File: src/rtl/pbb_pkg.sv
package pbb_pkg;

  // Operation granted in the current cycle.
  typedef enum logic [2:0] {
    OP_IDLE   = 3'd0,
    OP_WR     = 3'd1,
    OP_RD     = 3'd2,
    OP_TXPOP  = 3'd3,
    OP_RXPUSH = 3'd4
  } pbb_op_e;

  // Event strobe bundle.
  typedef struct packed {
    logic tx_under;
    logic tx_under_clr;
    logic tx_ready;
    logic tx_ready_clr;
    logic rx_over;
    logic rx_over_clr;
    logic rx_ready;
    logic rx_single;
  } pbb_evt_t;

endpackage

File: src/rtl/pbb_arbiter.sv
module pbb_arbiter
  import pbb_pkg::*;
(
  input  logic    wr_en,
  input  logic    rd_en,
  input  logic    tx_req,
  input  logic    rx_push,
  output pbb_op_e op
);
  // Fixed ranking: write, read, transmit pop, receive push.
  always_comb begin
    if (wr_en)        op = OP_WR;
    else if (rd_en)   op = OP_RD;
    else if (tx_req)  op = OP_TXPOP;
    else if (rx_push) op = OP_RXPUSH;
    else              op = OP_IDLE;
  end
endmodule

File: src/rtl/pbb_tx_side.sv
module pbb_tx_side #(
  parameter int BYTE_W = 8,
  parameter int LANES  = 4,
  localparam int WORD_W = BYTE_W * LANES,
  localparam int PAIR_W = 2 * BYTE_W,
  localparam int CNT_W  = $clog2(LANES + 1)
) (
  input  logic [WORD_W-1:0] word,
  input  logic [CNT_W-1:0]  count,
  input  logic              big_endian,
  input  logic [PAIR_W-1:0] wr_data,
  output logic              wr_accept,
  output logic [WORD_W-1:0] wr_word,
  output logic [CNT_W-1:0]  wr_count,
  output logic              wr_ready_clr,
  output logic [BYTE_W-1:0] pop_byte,
  output logic              pop_empty,
  output logic [CNT_W-1:0]  pop_count
);
  localparam logic [CNT_W-1:0] ROOM_LIMIT = CNT_W'(LANES - 2);
  localparam logic [CNT_W-1:0] TWO        = CNT_W'(2);

  // Register pair to low two lanes.
  function automatic logic [PAIR_W-1:0] order_in(input logic be, input logic [PAIR_W-1:0] v);
    if (be) return v;
    return {v[BYTE_W-1:0], v[PAIR_W-1:BYTE_W]};
  endfunction

  function automatic logic [BYTE_W-1:0] lane_of(input logic [WORD_W-1:0] w, input int idx);
    return w[idx*BYTE_W +: BYTE_W];
  endfunction

  assign wr_accept    = (count <= ROOM_LIMIT);
  assign wr_word      = {word[WORD_W-PAIR_W-1:0], order_in(big_endian, wr_data)};
  assign wr_count     = count + TWO;
  assign wr_ready_clr = wr_accept && (wr_count > TWO);

  assign pop_empty = (count == '0);
  assign pop_count = pop_empty ? count : count - CNT_W'(1);
  assign pop_byte  = pop_empty ? '0 : lane_of(word, int'(pop_count));
endmodule

File: src/rtl/pbb_rx_side.sv
module pbb_rx_side #(
  parameter int BYTE_W = 8,
  parameter int LANES  = 4,
  localparam int WORD_W = BYTE_W * LANES,
  localparam int PAIR_W = 2 * BYTE_W,
  localparam int CNT_W  = $clog2(LANES + 1)
) (
  input  logic [WORD_W-1:0] word,
  input  logic [CNT_W-1:0]  count,
  input  logic              big_endian,
  input  logic [BYTE_W-1:0] rx_byte,
  output logic              push_full,
  output logic [WORD_W-1:0] push_word,
  output logic [CNT_W-1:0]  push_count,
  output logic [PAIR_W-1:0] rd_data,
  output logic              rd_single,
  output logic [WORD_W-1:0] rd_word,
  output logic [CNT_W-1:0]  rd_count
);
  localparam logic [CNT_W-1:0] FULL = CNT_W'(LANES);
  localparam logic [CNT_W-1:0] TWO  = CNT_W'(2);

  // Low two lanes to register pair.
  function automatic logic [PAIR_W-1:0] order_out(input logic be, input logic [PAIR_W-1:0] v);
    if (be) return {v[BYTE_W-1:0], v[PAIR_W-1:BYTE_W]};
    return v;
  endfunction

  function automatic logic [WORD_W-1:0] lane_or(input logic [WORD_W-1:0] w,
                                                 input logic [BYTE_W-1:0] b, input int idx);
    logic [WORD_W-1:0] r;
    r = w;
    r[idx*BYTE_W +: BYTE_W] = w[idx*BYTE_W +: BYTE_W] | b;
    return r;
  endfunction

  assign push_full  = (count == FULL);
  assign push_word  = push_full ? word : lane_or(word, rx_byte, int'(count));
  assign push_count = push_full ? count : count + CNT_W'(1);

  assign rd_data   = order_out(big_endian, word[PAIR_W-1:0]);
  assign rd_single = (count == CNT_W'(1));

  always_comb begin
    rd_word  = word;
    rd_count = count;
    if (rd_single) begin
      rd_count = '0;
    end else if (count >= TWO) begin
      if (count > TWO) rd_word = {{PAIR_W{1'b0}}, word[WORD_W-1:PAIR_W]};
      rd_count = count - TWO;
    end
  end
endmodule

File: src/rtl/pbb_buffer.sv
module pbb_buffer
  import pbb_pkg::*;
#(
  parameter int BYTE_W = 8,
  parameter int LANES  = 4,
  localparam int WORD_W = BYTE_W * LANES,
  localparam int PAIR_W = 2 * BYTE_W,
  localparam int CNT_W  = $clog2(LANES + 1)
) (
  input  logic              clk,
  input  logic              rst_n,
  input  logic              big_endian,
  input  logic              wr_en,
  input  logic [PAIR_W-1:0] wr_data,
  input  logic              rd_en,
  output logic [PAIR_W-1:0] rd_data,
  input  logic              tx_req,
  output logic [BYTE_W-1:0] tx_byte,
  input  logic              rx_push,
  input  logic [BYTE_W-1:0] rx_byte,
  output logic [CNT_W-1:0]  tx_count,
  output logic [CNT_W-1:0]  rx_count,
  output logic              ev_tx_under,
  output logic              ev_tx_under_clr,
  output logic              ev_tx_ready,
  output logic              ev_tx_ready_clr,
  output logic              ev_rx_over,
  output logic              ev_rx_over_clr,
  output logic              ev_rx_ready,
  output logic              ev_rx_single
);
  logic [WORD_W-1:0] word_q, word_d;
  logic [CNT_W-1:0]  txc_q, txc_d, rxc_q, rxc_d;
  pbb_op_e           op;
  pbb_evt_t          evt;

  logic              wr_accept, wr_ready_clr, pop_empty, push_full, rd_single;
  logic [WORD_W-1:0] wr_word, push_word, rd_word;
  logic [CNT_W-1:0]  wr_count, pop_count, push_count, rd_count;

  pbb_arbiter u_arb (
    .wr_en(wr_en), .rd_en(rd_en), .tx_req(tx_req), .rx_push(rx_push), .op(op)
  );

  pbb_tx_side #(.BYTE_W(BYTE_W), .LANES(LANES)) u_tx (
    .word(word_q), .count(txc_q), .big_endian(big_endian), .wr_data(wr_data),
    .wr_accept(wr_accept), .wr_word(wr_word), .wr_count(wr_count),
    .wr_ready_clr(wr_ready_clr), .pop_byte(tx_byte), .pop_empty(pop_empty),
    .pop_count(pop_count)
  );

  pbb_rx_side #(.BYTE_W(BYTE_W), .LANES(LANES)) u_rx (
    .word(word_q), .count(rxc_q), .big_endian(big_endian), .rx_byte(rx_byte),
    .push_full(push_full), .push_word(push_word), .push_count(push_count),
    .rd_data(rd_data), .rd_single(rd_single), .rd_word(rd_word), .rd_count(rd_count)
  );

  // Next-state and event selection by granted operation.
  always_comb begin
    word_d = word_q;
    txc_d  = txc_q;
    rxc_d  = rxc_q;
    evt    = '0;
    unique case (op)
      OP_WR: if (wr_accept) begin
        word_d           = wr_word;
        txc_d            = wr_count;
        evt.tx_under_clr = 1'b1;
        evt.tx_ready_clr = wr_ready_clr;
      end
      OP_RD: begin
        word_d          = rd_word;
        rxc_d           = rd_count;
        evt.rx_over_clr = 1'b1;
        evt.rx_single   = rd_single;
      end
      OP_TXPOP: begin
        txc_d        = pop_count;
        evt.tx_under = pop_empty;
        evt.tx_ready = 1'b1;
      end
      OP_RXPUSH: begin
        word_d       = push_word;
        rxc_d        = push_count;
        evt.rx_over  = push_full;
        evt.rx_ready = 1'b1;
      end
      default: ;
    endcase
  end

  always_ff @(posedge clk or negedge rst_n) begin
    if (!rst_n) begin
      word_q <= '0;
      txc_q  <= '0;
      rxc_q  <= '0;
    end else begin
      word_q <= word_d;
      txc_q  <= txc_d;
      rxc_q  <= rxc_d;
    end
  end

  assign tx_count        = txc_q;
  assign rx_count        = rxc_q;
  assign ev_tx_under     = evt.tx_under;
  assign ev_tx_under_clr = evt.tx_under_clr;
  assign ev_tx_ready     = evt.tx_ready;
  assign ev_tx_ready_clr = evt.tx_ready_clr;
  assign ev_rx_over      = evt.rx_over;
  assign ev_rx_over_clr  = evt.rx_over_clr;
  assign ev_rx_ready     = evt.rx_ready;
  assign ev_rx_single    = evt.rx_single;
endmodule

File: config.mk
export PLATFORM = sky130hd
export DESIGN_NAME = pbb_buffer
export DESIGN_NICKNAME = d
export VERILOG_FILES = /design/src/rtl/pbb_pkg.sv /design/src/rtl/pbb_arbiter.sv /design/src/rtl/pbb_tx_side.sv /design/src/rtl/pbb_rx_side.sv /design/src/rtl/pbb_buffer.sv
export SDC_FILE = /design/constraint.sdc
export NUM_CORES = 1
export LEC_CHECK = 0
export BUFFER_PORTS_ARGS = -buffer_cell sky130_fd_sc_hd__buf_2
export CAP_MARGIN = 25
export CORE_MARGIN = 1.5
export CORE_UTILIZATION = 58
export CTS_CLUSTER_SIZE = 30
export DETAILED_ROUTE_END_ITERATION = 12
export PLACE_DENSITY = 0.84
export SLEW_MARGIN = 0
export SYNTH_ARGS = -nofsm -noshare
export SYNTH_HDL_FRONTEND = slang
export SYNTH_SLANG_ARGS = --single-unit
File: constraint.sdc
create_clock -name clk -period 5.7 [get_ports clk]
set_input_delay 1.14 -clock clk [delete_from_list [all_inputs] [get_ports clk]]
set_output_delay 1.14 -clock clk [all_outputs]
set_load 0.02 [all_outputs]
* After elaboration in Yosys (flattened, before gate mapping) *
Index checks and enable logic that the tools add are counted.

cells by class
  mux-type cells = 34
  add/sub/neg operators = 5
  shifts and indexed selects = 4
  order comparisons = 4
  eq/ne operators = 12
  reductions and logical operators = 8
  bitwise operators = 1

operators with widths
  cell                     count
  $mux 32                  5
  $pmux 32 s3              1
  $mux 16                  4
  $shiftx 32x7->8          2
  $neg 6->33               1
  $shift 8x33->32 const A  1
  $shiftx 8x33->32         1
  $bwmux 32                1
  $mux 3                   9
  $pmux 3 s2               2
  $mux 1                   11
  $mux 8                   1
  $or 8x8->8               1
  $eq 3x1->1 const B       2
  $eq 3x2->1 const B       2
  $eq 3x3->1 const B       2
  $gt 3x2->1 const B       2
  $ne 2x1->1 const B       3
  $reduce_and 6->1         1
  $ne 2x2->1 const B       2
  $reduce_bool 2->1        2
  $add 3x1->3 const B      1
  $add 3x2->3 const B      1
  $ge 3x2->1 const B       1
  9 further kinds          9

word-level totals
  word-level logic and storage cells = 71
  bits of input ports = 31
  flip-flop bits (word level) = 38
  output and inout port bits = 38

* Logic depth before layout (Yosys ltp) *
  word-level depth = 7
  gate-level depth with buffers = 9
  mapped depth without buffers = 7

* By module *
Synthesis repeated with hierarchy kept, for this count alone.

unflattened totals
  cells, all modules = 641
  area, all modules = 5829.3 um2

by module, submodules not included
  module       seq. area each (um2)  area an instance (um2)  cells each  times used
  pbb_buffer   950.9                 3158.0                  307         1
  pbb_rx_side  0.0                   1605.3                  194         1
  pbb_tx_side  0.0                   1031.0                  135         1
  pbb_arbiter  0.0                   35.0                    5           1

* Least setup slack after synthesis *
OpenSTA, ideal clock, no wires.

  path kind = in2out
  start point = input port big_endian
  end point = output port rd_data[10]
  stages on the path = 4
  data required time = 4560 ps
  setup slack = 2139 ps
  buffers on the path = 3
  arrival time = 2421 ps
  path through = clkbuf_1 buf_1 buf_2 mux2_2

between the ends
  word-level cells in the longest chain between the ends = 2

RTL lines
  element             line               text
  start: declaration  pbb_buffer.sv:12   input logic big_endian,
  $mux 1              pbb_rx_side.sv:25  if (be) return {v[BYTE_W-1:0], v[PAIR_W-1:BYTE_W]};
  $mux 16             pbb_rx_side.sv:26  return v;
  end: declaration    pbb_buffer.sv:16   output logic [PAIR_W-1:0] rd_data,

Every way passes these cells.

* Worst setup path in the final report *
  start point = register txc_q[0] (netlist: tx_count[0])
  end point = output port tx_byte[7]

between the ends
  word-level cells in the longest chain between the ends = 4
  elaborated cells between the ends (all ways) = 5
  those cells by class = add/sub: 1; shift: 1; mux: 2; reduce/logical: 1

RTL lines
  element                                         line                                  text
  start: declaration                              pbb_buffer.sv:33                      logic [CNT_W-1:0] txc_q, txc_d, rxc_q, rxc_d;
  start signal: assignment                        pbb_buffer.sv:99                      txc_q <= txc_d;
  $sub 3x1->3 or $logic_not 3->1 (tied branches)  pbb_tx_side.sv:39, pbb_tx_side.sv:38
  $mux 3                                          pbb_tx_side.sv:39                     assign pop_count = pop_empty ? count : count - CNT_W'(1);
  $shiftx 32x7->8                                 pbb_tx_side.sv:30                     return w[idx*BYTE_W +: BYTE_W];
  $mux 8 (*)                                      pbb_tx_side.sv:40                     assign pop_byte = pop_empty ? '0 : lane_of(word, int'(pop_count));
  end: declaration                                pbb_buffer.sv:18                      output logic [BYTE_W-1:0] tx_byte,

Every way passes the cells marked *; elsewhere a longest branch is shown, timed or not.

==> metrics.txt <==
setup skew after layout=0.00915 ns; final setup margin=1.66 ns; met1 Resource Use GR=0.397; final net count=417; Clock Pin Slew Worst Setup and Hold Paths=0.07 ns; Pins Over Slew Limit=0; Vias=2977; Data arrival, critical path=2.90 ns; P_sw=0.971 mW; max_cap viols=0; peak supply drop=0.000268 V; die area=5910 um2; Placement Rows=26; fillcell total=400; largest net degree at the start of global routing=39; Crit Path Class=register to output pin; n_diodes=0; met3 usage=0.0667; syn nets=361; FMAX=0.248 GHz; Final Hold Slack=0.572 ns; starting density of the core=0.612; Yosys top cell area share=0.301; Root Driver=clkbuf_8; M2 GR Usage=0.508; initial antenna violation count=0; Post-CTS Setup Bufs=0; TNS Setup=0 ns; core area=5170 um2; DR WL/cell=19.8 um; antenna-violating nets left=0; pwr/cell area=563 nW/um2; Lkg Pwr=1.71 nW; Netlist cell types=42; unrepaired setup endpoints after global routing=false; Post-synth ARST share=1.00; top_reg_cell synth=dfrtp_1; synthesized area=3160 um2; Layout area overhead=14.2%; Hold Crit Depth=1; Top Usage Layer GRT=met2; Seq cells post-synth=38; ratio of final minimum period to clock period=0.709; final instance area=3610 um2; Slew headroom=0.412; Setup crit end kind=output pin; Critical Path RT=4.56 ns; final setup fails=0; Syn Area/Cell=9.98 um2; Post-Route WL=8780 um; Residual DRC=0; # hold bufs at CTS=0; Post-Place Worst Slack=1.97 ns; CTS tree=yes; flop2flop setup slack=2.85 ns; drt pass-1 iters=5; IO Pins=69; DIE HEIGHT=76.8 um; CTS HTree Levels=2; First DRT Iteration DRCs=337; Die X=76.8 um; Clock Tree Buf Depth=2; Internal=1.06 mW; status=completed; post-DP HPWL=6020 um; Final Hold Vio Count=0; final RePlAce weighted congestion=0.884; Ys Warns=0; Slew @ Worst Pin=0.882 ns; Crit Path Max Fanout=5; Flop pwr share=0.269; GRT Util Overall=0.306; Clock power frac=0.096; post-cts resize count=0; layout cells sized above 1=0.332; number of clock buffers inserted by TritonCTS=5; switching share of power=0.478; Worst Setup SP=tx_count[0]; crit path capture=tx_byte[7]; clk_lat worst skew=0.30 ns; vias in the first global route=2843; dominant cell type by area after synthesis=dfrtp_1; Hold Path Class=register to register; Worst R2R Path Depth=8; synth top area cells=dfrtp_1 30%, mux2_2 12%, a221o_1 10%; clock sink total=38; Synth top cells by count=39 x nor2_1, 38 x dfrtp_1, 33 x mux2_2; Power, Total=2.03 mW; first-pass GRT wire length=14300 um; Vias/cell=6.70; Syn Inst Count=317; Logic pwr share=0.635; fin crit period=4.04 ns; Remaining Overflow, GRT=0; sequential area share after synthesis=0.301; crit path launch type=register; placed cell area=3510 um2; count leader, synth=nor2_1; Crit Reg-Reg Startpoint=rx_count[0]; r2r endpoint=word_q[10]; Post-synth EDFFs=0; port buffer count=68
sequential cells by signal, summed over array words and instances (netlist names):
name,count
tx_count,3
word_q,32
rx_count,3
cell families after synthesis:
family | synth area share
xor gates and xnor gates | 0.00831
DFF | 0.301
AOI/OAI and AO/OA | 0.216
buffers and inverters | 0.0439
muxes | 0.235
and+or+nand+nor | 0.145
adders and majority gates | 0.0514
worst min-delay path by stage:
stage | from | to | slack (ns)
6_report | word_q[30] | word_q[30] | 0.57
5_1_grt | word_q[30] | word_q[30] | 0.59
4_1_cts | word_q[30] | word_q[30] | 0.57
3_5_place_dp | word_q[17] | word_q[17] | 0.55
3_3_place_gp | word_q[27] | word_q[27] | 0.54
2_1_floorplan | word_q[31] | word_q[31] | 0.51
metrics by stage:
step / utilization / instances
after floorplan: - / 317
after global placement: 0.678 / 435
after detailed placement: 0.678 / 435
after CTS: 0.696 / 443
after global routing: 0.698 / 444
final: 0.698 / 444
power by group through the flow:
stage / combinational [mW] / sequential (mW) / clock (mW)
floorplan: 0.942 / 0.524 / 0
global placement: 1.24 / 0.535 / 0
detailed placement: 1.27 / 0.544 / 0
CTS: 1.28 / 0.540 / 0.194
global route: 1.39 / 0.565 / 0.204
finish: 1.29 / 0.547 / 0.194
layer usage:
metal  share of wire  up-vias
li1                -     1336
met1            0.39     1432
met2            0.49      191
met3            0.10       18
met4           0.014        0
met5               0        -
final cells by class:
type                    instances  area, um2  area share
clock buffers                   7       86.3      0.0239
clock inverters                 1       5.00     0.00139
inverters                       9       38.8      0.0107
multi-input cells             248       2080       0.575
flip-flops and latches         38        951       0.263
well taps                      70       87.6      0.0243
repair buffers                 71        367       0.102
critical path, stage by stage, from the launching register on:
cell,delay (ns)
dfrtp_1,0.44
inv_1,0.17
ha_1,0.21
nand2b_1,0.18
xnor2_1,0.62
mux4_1,0.64
nor2b_1,0.15
buf_2,0.20
cell usage in the layout, fill, tap and decap left out, types with 2 or more instances in the layout:
cell	count
xnor2_1	3
nand3_1	2
nand2b_1	2
mux2_2	33
a221oi_1	9
ha_1	13
inv_1	8
a22oi_1	2
nor2b_1	14
a221o_1	32
o21ai_0	4
buf_4	2
or3_1	4
buf_2	68
o31ai_1	18
mux4_2	6
mux4_1	2
dfrtp_1	38
a21oi_1	7
o21a_1	2
mux2i_1	17
clkbuf_8	6
nor2_1	39
nand4_1	2
and2_1	2
nor4bb_1	2
nand2_1	19
(Power assumes the default switching activity.)
